## src/rtl/alu16_pkg.sv

```systemverilog
package alu16_pkg;

    localparam int unsigned DATA_W  = 16;
    localparam int unsigned QUICK_W = 4;
    localparam int unsigned OP_W    = 4;

    typedef enum logic [OP_W-1:0] {
        OP_PASS = 4'd0,
        OP_AND  = 4'd1,
        OP_OR   = 4'd2,
        OP_XOR  = 4'd3,
        OP_SHL  = 4'd4,
        OP_SHR  = 4'd5,
        OP_ADD  = 4'd6,
        OP_SUB  = 4'd7,
        OP_CMP  = 4'd8
    } alu_op_e;

    typedef struct packed {
        logic zero;
        logic neg;
        logic uovf;
        logic sovf;
    } alu_flags_t;

    // Decoded control for one operation.
    typedef struct packed {
        logic valid;       // defined operation code
        logic quick_sign;  // quick immediate is sign-extended
        logic use_arith;   // result taken from the adder
        logic use_logic;   // result taken from the logic/shift unit
        logic subtract;    // adder computes dst - src
        logic keep_ovf;    // overflow flags come from the adder
        logic write_back;  // result is written back
    } alu_ctrl_t;

    function automatic alu_ctrl_t decode_op(input logic [OP_W-1:0] code);
        alu_ctrl_t c;
        c = '0;
        case (code)
            OP_PASS: begin
                c.valid = 1'b1; c.quick_sign = 1'b1; c.write_back = 1'b1;
            end
            OP_AND, OP_OR, OP_XOR: begin
                c.valid = 1'b1; c.quick_sign = 1'b1; c.use_logic = 1'b1;
                c.write_back = 1'b1;
            end
            OP_SHL, OP_SHR: begin
                c.valid = 1'b1; c.use_logic = 1'b1; c.write_back = 1'b1;
            end
            OP_ADD: begin
                c.valid = 1'b1; c.use_arith = 1'b1; c.keep_ovf = 1'b1;
                c.write_back = 1'b1;
            end
            OP_SUB: begin
                c.valid = 1'b1; c.use_arith = 1'b1; c.subtract = 1'b1;
                c.keep_ovf = 1'b1; c.write_back = 1'b1;
            end
            OP_CMP: begin
                c.valid = 1'b1; c.quick_sign = 1'b1; c.use_arith = 1'b1;
                c.subtract = 1'b1; c.keep_ovf = 1'b1;
            end
            default: c = '0;
        endcase
        return c;
    endfunction

endpackage

```

## src/rtl/alu16_quick_ext.sv

```systemverilog
module alu16_quick_ext #(
    parameter int unsigned W  = 16,
    parameter int unsigned QW = 4
) (
    input  logic [QW-1:0] nib_i,
    input  logic          sign_i,
    output logic [W-1:0]  ext_o
);
    localparam int unsigned PAD = W - QW;

    logic fill;
    assign fill  = sign_i & nib_i[QW-1];
    assign ext_o = {{PAD{fill}}, nib_i};
endmodule

```

## src/rtl/alu16_logic_unit.sv

```systemverilog
module alu16_logic_unit
    import alu16_pkg::*;
#(
    parameter int unsigned W = 16
) (
    input  logic [W-1:0]    src_i,
    input  logic [W-1:0]    dst_i,
    input  logic [OP_W-1:0] op_i,
    output logic [W-1:0]    res_o
);
    localparam int unsigned SW = $clog2(W);

    logic [W-1:0] left_stage  [SW+1];
    logic [W-1:0] right_stage [SW+1];

    assign left_stage[0]  = dst_i;
    assign right_stage[0] = dst_i;

    // Barrel shifter: stage g moves by 2**g when count bit g is set.
    for (genvar g = 0; g < SW; g++) begin : g_stage
        localparam int unsigned STEP = 1 << g;
        assign left_stage[g+1]  = src_i[g] ? {left_stage[g][W-1-STEP:0], {STEP{1'b0}}}
                                           : left_stage[g];
        assign right_stage[g+1] = src_i[g] ? {{STEP{1'b0}}, right_stage[g][W-1:STEP]}
                                           : right_stage[g];
    end

    always_comb begin
        case (op_i)
            OP_AND:  res_o = dst_i & src_i;
            OP_OR:   res_o = dst_i | src_i;
            OP_XOR:  res_o = dst_i ^ src_i;
            OP_SHL:  res_o = left_stage[SW];
            OP_SHR:  res_o = right_stage[SW];
            default: res_o = '0;
        endcase
    end
endmodule

```

## src/rtl/alu16_arith_unit.sv

```systemverilog
module alu16_arith_unit #(
    parameter int unsigned W = 16
) (
    input  logic [W-1:0] src_i,
    input  logic [W-1:0] dst_i,
    input  logic         subtract_i,
    output logic [W-1:0] sum_o,
    output logic         uovf_o,
    output logic         sovf_o
);
    logic [W:0] wide;
    logic       s_src, s_dst, s_res;

    always_comb begin
        if (subtract_i) wide = {1'b0, dst_i} - {1'b0, src_i};
        else            wide = {1'b0, dst_i} + {1'b0, src_i};
    end

    assign sum_o  = wide[W-1:0];
    assign uovf_o = wide[W];   // carry on add, borrow on subtract

    assign s_src = src_i[W-1];
    assign s_dst = dst_i[W-1];
    assign s_res = wide[W-1];

    always_comb begin
        if (subtract_i) sovf_o = (s_dst != s_src) && (s_res != s_dst);
        else            sovf_o = (s_dst == s_src) && (s_res != s_dst);
    end
endmodule

```

## src/rtl/alu16_flag_gen.sv

```systemverilog
module alu16_flag_gen
    import alu16_pkg::*;
#(
    parameter int unsigned W = 16
) (
    input  logic [W-1:0] res_i,
    input  logic         valid_i,
    input  logic         keep_ovf_i,
    input  logic         uovf_i,
    input  logic         sovf_i,
    output alu_flags_t   flags_o
);
    always_comb begin
        flags_o.zero = valid_i & (res_i == '0);
        flags_o.neg  = valid_i & res_i[W-1];
        flags_o.uovf = valid_i & keep_ovf_i & uovf_i;
        flags_o.sovf = valid_i & keep_ovf_i & sovf_i;
    end
endmodule

```

## src/rtl/alu16.sv

```systemverilog
module alu16
    import alu16_pkg::*;
#(
    parameter int unsigned W  = DATA_W,
    parameter int unsigned QW = QUICK_W
) (
    input  logic [W-1:0]    src_i,
    input  logic [W-1:0]    dst_i,
    input  logic [OP_W-1:0] op_i,
    input  logic            quick_i,
    output logic [W-1:0]    result_o,
    output logic            wr_en_o,
    output logic            flag_z_o,
    output logic            flag_n_o,
    output logic            flag_u_o,
    output logic            flag_s_o
);
    alu_ctrl_t    ctrl;
    alu_flags_t   flags;
    logic [W-1:0] quick_val;
    logic [W-1:0] operand;
    logic [W-1:0] logic_res;
    logic [W-1:0] arith_res;
    logic [W-1:0] result;
    logic         arith_u, arith_s;

    assign ctrl = decode_op(op_i);

    alu16_quick_ext #(.W(W), .QW(QW)) i_quick (
        .nib_i  (src_i[QW-1:0]),
        .sign_i (ctrl.quick_sign),
        .ext_o  (quick_val)
    );

    assign operand = quick_i ? quick_val : src_i;

    alu16_logic_unit #(.W(W)) i_logic (
        .src_i (operand),
        .dst_i (dst_i),
        .op_i  (op_i),
        .res_o (logic_res)
    );

    alu16_arith_unit #(.W(W)) i_arith (
        .src_i      (operand),
        .dst_i      (dst_i),
        .subtract_i (ctrl.subtract),
        .sum_o      (arith_res),
        .uovf_o     (arith_u),
        .sovf_o     (arith_s)
    );

    always_comb begin
        if (!ctrl.valid)         result = '0;
        else if (ctrl.use_arith) result = arith_res;
        else if (ctrl.use_logic) result = logic_res;
        else                     result = operand;
    end

    alu16_flag_gen #(.W(W)) i_flags (
        .res_i      (result),
        .valid_i    (ctrl.valid),
        .keep_ovf_i (ctrl.keep_ovf),
        .uovf_i     (arith_u),
        .sovf_i     (arith_s),
        .flags_o    (flags)
    );

    assign result_o = result;
    assign wr_en_o  = ctrl.write_back;
    assign flag_z_o = flags.zero;
    assign flag_n_o = flags.neg;
    assign flag_u_o = flags.uovf;
    assign flag_s_o = flags.sovf;
endmodule

```

## config.mk

```make
export PLATFORM = sky130hd
export DESIGN_NAME = alu16
export DESIGN_NICKNAME = d
export VERILOG_FILES = /design/src/rtl/alu16_pkg.sv /design/src/rtl/alu16_quick_ext.sv /design/src/rtl/alu16_logic_unit.sv /design/src/rtl/alu16_arith_unit.sv /design/src/rtl/alu16_flag_gen.sv /design/src/rtl/alu16.sv
export SDC_FILE = /design/constraint.sdc
export NUM_CORES = 1
export LEC_CHECK = 0
export CAP_MARGIN = 15
export CORE_MARGIN = 2
export CORE_UTILIZATION = 45
export DETAILED_ROUTE_END_ITERATION = 12
export DONT_BUFFER_PORTS = 1
export GPL_TIMING_DRIVEN = 0
export MAX_ROUTING_LAYER = met4
export RECOVER_POWER = 100
export SLEW_MARGIN = 10
export SYNTH_ARGS = -nofsm -noshare
export SYNTH_HDL_FRONTEND = slang
export SYNTH_HIERARCHICAL = 1
export SYNTH_SLANG_ARGS = --single-unit
```

## constraint.sdc

```tcl
create_clock -name vclk -period 18.2
set_input_delay 3.64 -clock vclk [all_inputs]
set_output_delay 3.64 -clock vclk [all_outputs]
set_load 0.005 [all_outputs]
```

==> out/results.ini, run 1 <==
[synthesis]
synth_xor_area_frac=0.0601
synth_top_cell_area_share=0.151
synth_top_family_by_area=multiplexers
synth.area.mux_share=0.281
synth-compound-area-share=0.218
synth_fa_ha_area_frac=0.156
synthCells=542
avgSynthCellArea_sq_um=7.79
synthesis.nets=631
synth_cell_types=63
seq_area_frac_synth=0
ys_top_cells_by_area=ha_1, mux2i_1, mux2_2
syn-cell-area_sq_um=4220
ys.warnings.count=6
synthSimpleGateAreaFrac=0.178
yosysTopAreaCell=ha_1

[finish]
n_fill_cell=933
ff_latch_area_sq_um=0
stdcell_count=653
drive_above_1_share=0.173
design.seq.count=0
postLayoutCoreUtil=0.474
nNetsFinal=633
area_growth_syn_to_layout_pct=2.75
antenna_cells=0
nClkBuffers=0

[setup_path]
arrival_ps=8970
crit_family=buffers and inverters
cp_slowest_cell=nor4_1
worstPathMaxFanout=10
crit_path_max_incr_delay_ps=570
cp_num_cells=19
path_buf_inv=4
end_kind=primary output
cp-start-kind=primary input
required_ps=14560
path_common_cell=clkbuf_1
worstSetupPathType=in -> out
cp_cell_sequence=nor3_1 -> clkbuf_1 -> clkbuf_1 -> a22o_1 -> clkbuf_1 -> clkbuf_1 -> a21oi_1 -> xnor2_1 -> ha_1 -> a211oi_1 -> o221ai_1 -> nand3_1 -> nand2_1 -> a21oi_1 -> xnor2_1 -> o2bb2ai_1 -> nor4_1 -> nand4_1 -> nor4b_1

[drt]
ant_nets=0
drt_iter0_markers=318
vias=4289
route.detailed.drc=0
wl_per_cell_um=24.2
dr.pass1.iters=5
wl_um=15800
vias_per_cell=6.57

[die]
io_pins=58
initial_utilization=0.462
fp.dieW_um=101
chipHeight_um=101
core_area_sq_um=9150
dieArea_sq_um=10200
rows=35

[min_path]
whs_path_depth=1
min_path_type=in -> out

[global_routing]
grt_pass1_wl_um=23700
grt_pass1_vias=3977
antenna_found_initial=0
grt_max_degree=13
grt_usage=0.316
grt_overflow_total=0

[sta]
min_period_ps=12610
setup_viol=0
finalHoldViolCount=0
tightest_slew_ps=731
rsz0062_at_grt=false
report.final.slew_viol_count=0
post-route-period-util=0.693
final.setup.tns_ps=0
relSlewSlack=0.511
max_freq_ghz=0.0793

[clock_network]
post-cts-setup-buffers=0
cts_resized=0
ctsHoldBuffers=0

[place]
dp_cells=653
gp_congestion=0.993
io_buffers=0
dp.final_hpwl_um=12500

[pwr]
ir_drop_uv=18.7
p_per_area_nw_per_um2=35.4
p_leak_nw=1.84

[outcome]
status=completed

[run]
drv_cap=0

[worst paths after layout]
kind	start	to	slack (ps)
setup / recovery	op_i[2]	flag_z_o	5590
hold / removal	op_i[3]	wr_en_o	7350
[cells by family after synthesis]
kind of cell,Yosys count
AO/OA/AOI/OAI,125
adder cells (fa/ha/maj),52
XOR/XNOR,29
multiplexers,98
AND/OR/NAND/NOR,148
buffers and inverters,90
[placed cells by master (no fill, tap or decap), types with 3 or more instances in the layout]
cell type and count:
a211o_1 3, a21oi_1 19, a22o_1 4, a22oi_1 4
a311o_1 4, a31oi_1 5, and2_1 4, buf_2 8
buf_4 22, clkbuf_1 13, ha_1 51, inv_1 45
mux2_2 38, mux2i_1 46, mux4_2 11, nand2_1 36
nand2b_1 4, nand3_1 12, nand4_1 5, nor2_1 44
nor2b_1 8, nor3_1 6, nor4_1 5, o2111ai_1 8
o21ai_0 19, o221ai_1 3, o22a_1 9, o22ai_1 10
o2bb2ai_1 18, o32a_1 3, or2_2 4, or3_1 4
or4_1 3, xnor2_1 21, xor2_1 8
[power breakdown]
group / switching (mW) / leakage [nW] / internal (mW) / total (mW)
Clock: 0 / 0 / 0 / 0
Combinational: 0.0882 / 1.84 / 0.0656 / 0.154
Sequential: 0 / 0 / 0 / 0
[layer usage]
| metal | part of all wire | up-vias | GRT usage |
|---|---|---|---|
| met5 | 0 | - | - |
| met4 | 0.023 | 0 | 0.0485 |
| met3 | 0.074 | 24 | 0.0215 |
| met2 | 0.45 | 199 | 0.493 |
| met1 | 0.46 | 2072 | 0.456 |
| li1 | - | 1994 | - |
[per-stage QoR]
step	power, mW	cell area, sq um	hold WS [ps]	worst slack, ps
floorplan	0.120	4220	7350	7020
global placement	0.150	4360	7360	6090
detailed placement	0.152	4360	7360	5980
CTS	0.153	4360	7360	5960
global route	0.168	4340	7360	5110
finish	0.154	4340	7350	5590
[synthesized netlist by cell type (4+ instances only)]
| library cell | number |
|---|---|
| a21oi_1 | 19 |
| o2111ai_1 | 8 |
| o21ai_0 | 16 |
| mux2i_1 | 46 |
| nand2_1 | 36 |
| a22o_1 | 4 |
| nand2b_1 | 4 |
| buf_2 | 8 |
| and2_1 | 5 |
| inv_1 | 45 |
| mux2_2 | 39 |
| buf_4 | 24 |
| nor2_1 | 44 |
| nand4_1 | 5 |
| xor2_1 | 8 |
| a22oi_1 | 4 |
| nand3_1 | 12 |
| o22a_1 | 9 |
| ha_1 | 51 |
| clkbuf_1 | 11 |
| or3_1 | 4 |
| or2_2 | 4 |
| nor3_1 | 6 |
| o2bb2ai_1 | 18 |
| xnor2_1 | 21 |
| a311o_1 | 4 |
| nor2b_1 | 8 |
| a31oi_1 | 5 |
| nor4_1 | 5 |
| o22ai_1 | 10 |
| mux4_2 | 11 |
[cell type report]
class | instances | area, sq um | area share
plain buffers | 45 | 277 | 0.0637
inverters | 45 | 169 | 0.0389
multi-input cells | 452 | 3760 | 0.865
well taps | 111 | 139 | 0.0320
No activity file was read; power rests on OpenSTA's default activity.
==> run 2, diff against run 1 <==
clock period = 10.15 ns   (was 18.2 ns; I/O delays follow)
==> out/results.ini, run 2 (synthesis results as in run 1) <==
[sta]
finalHoldViolCount=0  ; unchanged
post-route-period-util=0.916
report.final.slew_viol_count=0  ; unchanged
final.setup.tns_ps=0  ; unchanged
tightest_slew_ps=748  ; +16.6 ps
hold-worst-slack_ps=4130  ; -3220 ps
rsz0062_at_grt=false
setup_viol=0  ; unchanged
max_freq_ghz=0.108
min_period_ps=9290
relSlewSlack=0.500  ; -0.0111

[clock_network]
post-cts-setup-buffers=0  ; unchanged
ctsHoldBuffers=0  ; unchanged
cts_resized=0  ; unchanged

[finish]
stdcell_count=653  ; unchanged
final_area_sq_um=4350  ; +0.26%
area_growth_syn_to_layout_pct=3.02
nNetsFinal=633  ; unchanged
ff_latch_area_sq_um=0  ; unchanged
drive_above_1_share=0.177  ; +0.00369
design.seq.count=0  ; unchanged
final_cell_mix=ha_1, mux2i_1, inv_1, nor2_1, mux2_2
antenna_cells=0  ; unchanged
postLayoutCoreUtil=0.475  ; +0.00123
layout_commonest_cell=ha_1
nClkBuffers=0  ; unchanged

[global_routing]
grt_usage=0.316  ; unchanged
grt_overflow_total=0  ; unchanged
antenna_found_initial=0  ; unchanged
grt_max_degree=13  ; unchanged
grt_pass1_wl_um=23700  ; unchanged
grt_pass1_vias=3977  ; unchanged

[die]
core_area_sq_um=9150  ; unchanged
dieArea_sq_um=10200  ; unchanged
fp.dieW_um=101  ; unchanged
initial_utilization=0.462  ; unchanged
io_pins=58  ; unchanged
chipHeight_um=101  ; unchanged
rows=35  ; unchanged

[setup_path]
worstSetupPathType=in -> out
worstPathMaxFanout=10  ; unchanged
cp-start-kind=primary input
required_ps=8120  ; -6440 ps
end_kind=primary output
arrival_ps=7260  ; -1710 ps

[run]
drv_cap=0  ; unchanged

[place]
place_area_sq_um=4360  ; unchanged
dp_cells=653  ; unchanged
io_buffers=0  ; unchanged
gp_congestion=0.993  ; unchanged
dp.final_hpwl_um=12500  ; unchanged

[min_path]
whs_path_depth=1  ; unchanged
holdPathEnd=wr_en_o
hold_start=op_i[3]
min_path_type=in -> out

[drt]
wl_per_cell_um=24.2  ; -0.18%
ant_nets=0  ; unchanged
drt_iter0_markers=314  ; -1.3%
route.detailed.drc=0  ; unchanged
vias_per_cell=6.56  ; -0.12%
wl_um=15800  ; -0.18%
vias=4284  ; -0.12%
dr.pass1.iters=5  ; unchanged

[outcome]
status=completed

[pwr]
p_leak_nw=1.84  ; +0.16%
p_per_area_nw_per_um2=63.6  ; +79%
ir_drop_uv=34.4  ; +84%

==> run 2: stage by stage <==
step | setup slack, ps | power, mW
detailed placement | 1150 | 0.273
finish | 857 | 0.277
global route | 445 | 0.302
floorplan | 2190 | 0.215
global placement | 1260 | 0.269
CTS | 1130 | 0.275
==> run 2: routing by layer <==
metal	share of wire	up-vias	track usage
li1	-	2003	-
met3	0.075	18	0.0215
met5	0	-	-
met2	0.45	205	0.493
met4	0.020	0	0.0485
met1	0.46	2058	0.456
==> run 2: how the worst max path moves through the flow <==
stage,startpoint,to,slack (ps),depth (start not counted)
3_3_place_gp,op_i[2],flag_z_o,1260,23
3_5_place_dp,op_i[2],flag_z_o,1150,23
6_report,op_i[2],flag_z_o,860,18
4_1_cts,op_i[2],flag_z_o,1130,23
2_1_floorplan,op_i[2],flag_z_o,2190,23
5_1_grt,op_i[2],flag_z_o,450,19
==> run 2: worst max-delay path, cell delays in order <==
cell       delay, ps
nor3_1           160
clkbuf_1         460
clkbuf_1         560
a22o_1           250
clkbuf_1         300
clkbuf_1         430
mux2i_1          240
fa_1             480
a21oi_1          280
o221ai_1         240
nand3_1          140
nand2_1           60
a21oi_1          180
xnor2_1          100
o2bb2ai_1        180
nor4_1           570
nand4_1          290
nor4b_2          310
==> run 2: report_power, final <==
| part | switching (mW) | total, mW | internal (mW) |
|---|---|---|---|
| sequential | 0 | 0 | 0 |
| clock | 0 | 0 | 0 |
| combinational | 0.159 | 0.277 | 0.118 |
==> run 2: final cells by class <==
cell class | instances | area (sq um)
buffer | 45 | 277
fill | 930 | 4800
inverter | 45 | 169
multi-input combinational | 452 | 3770
tap | 111 | 139
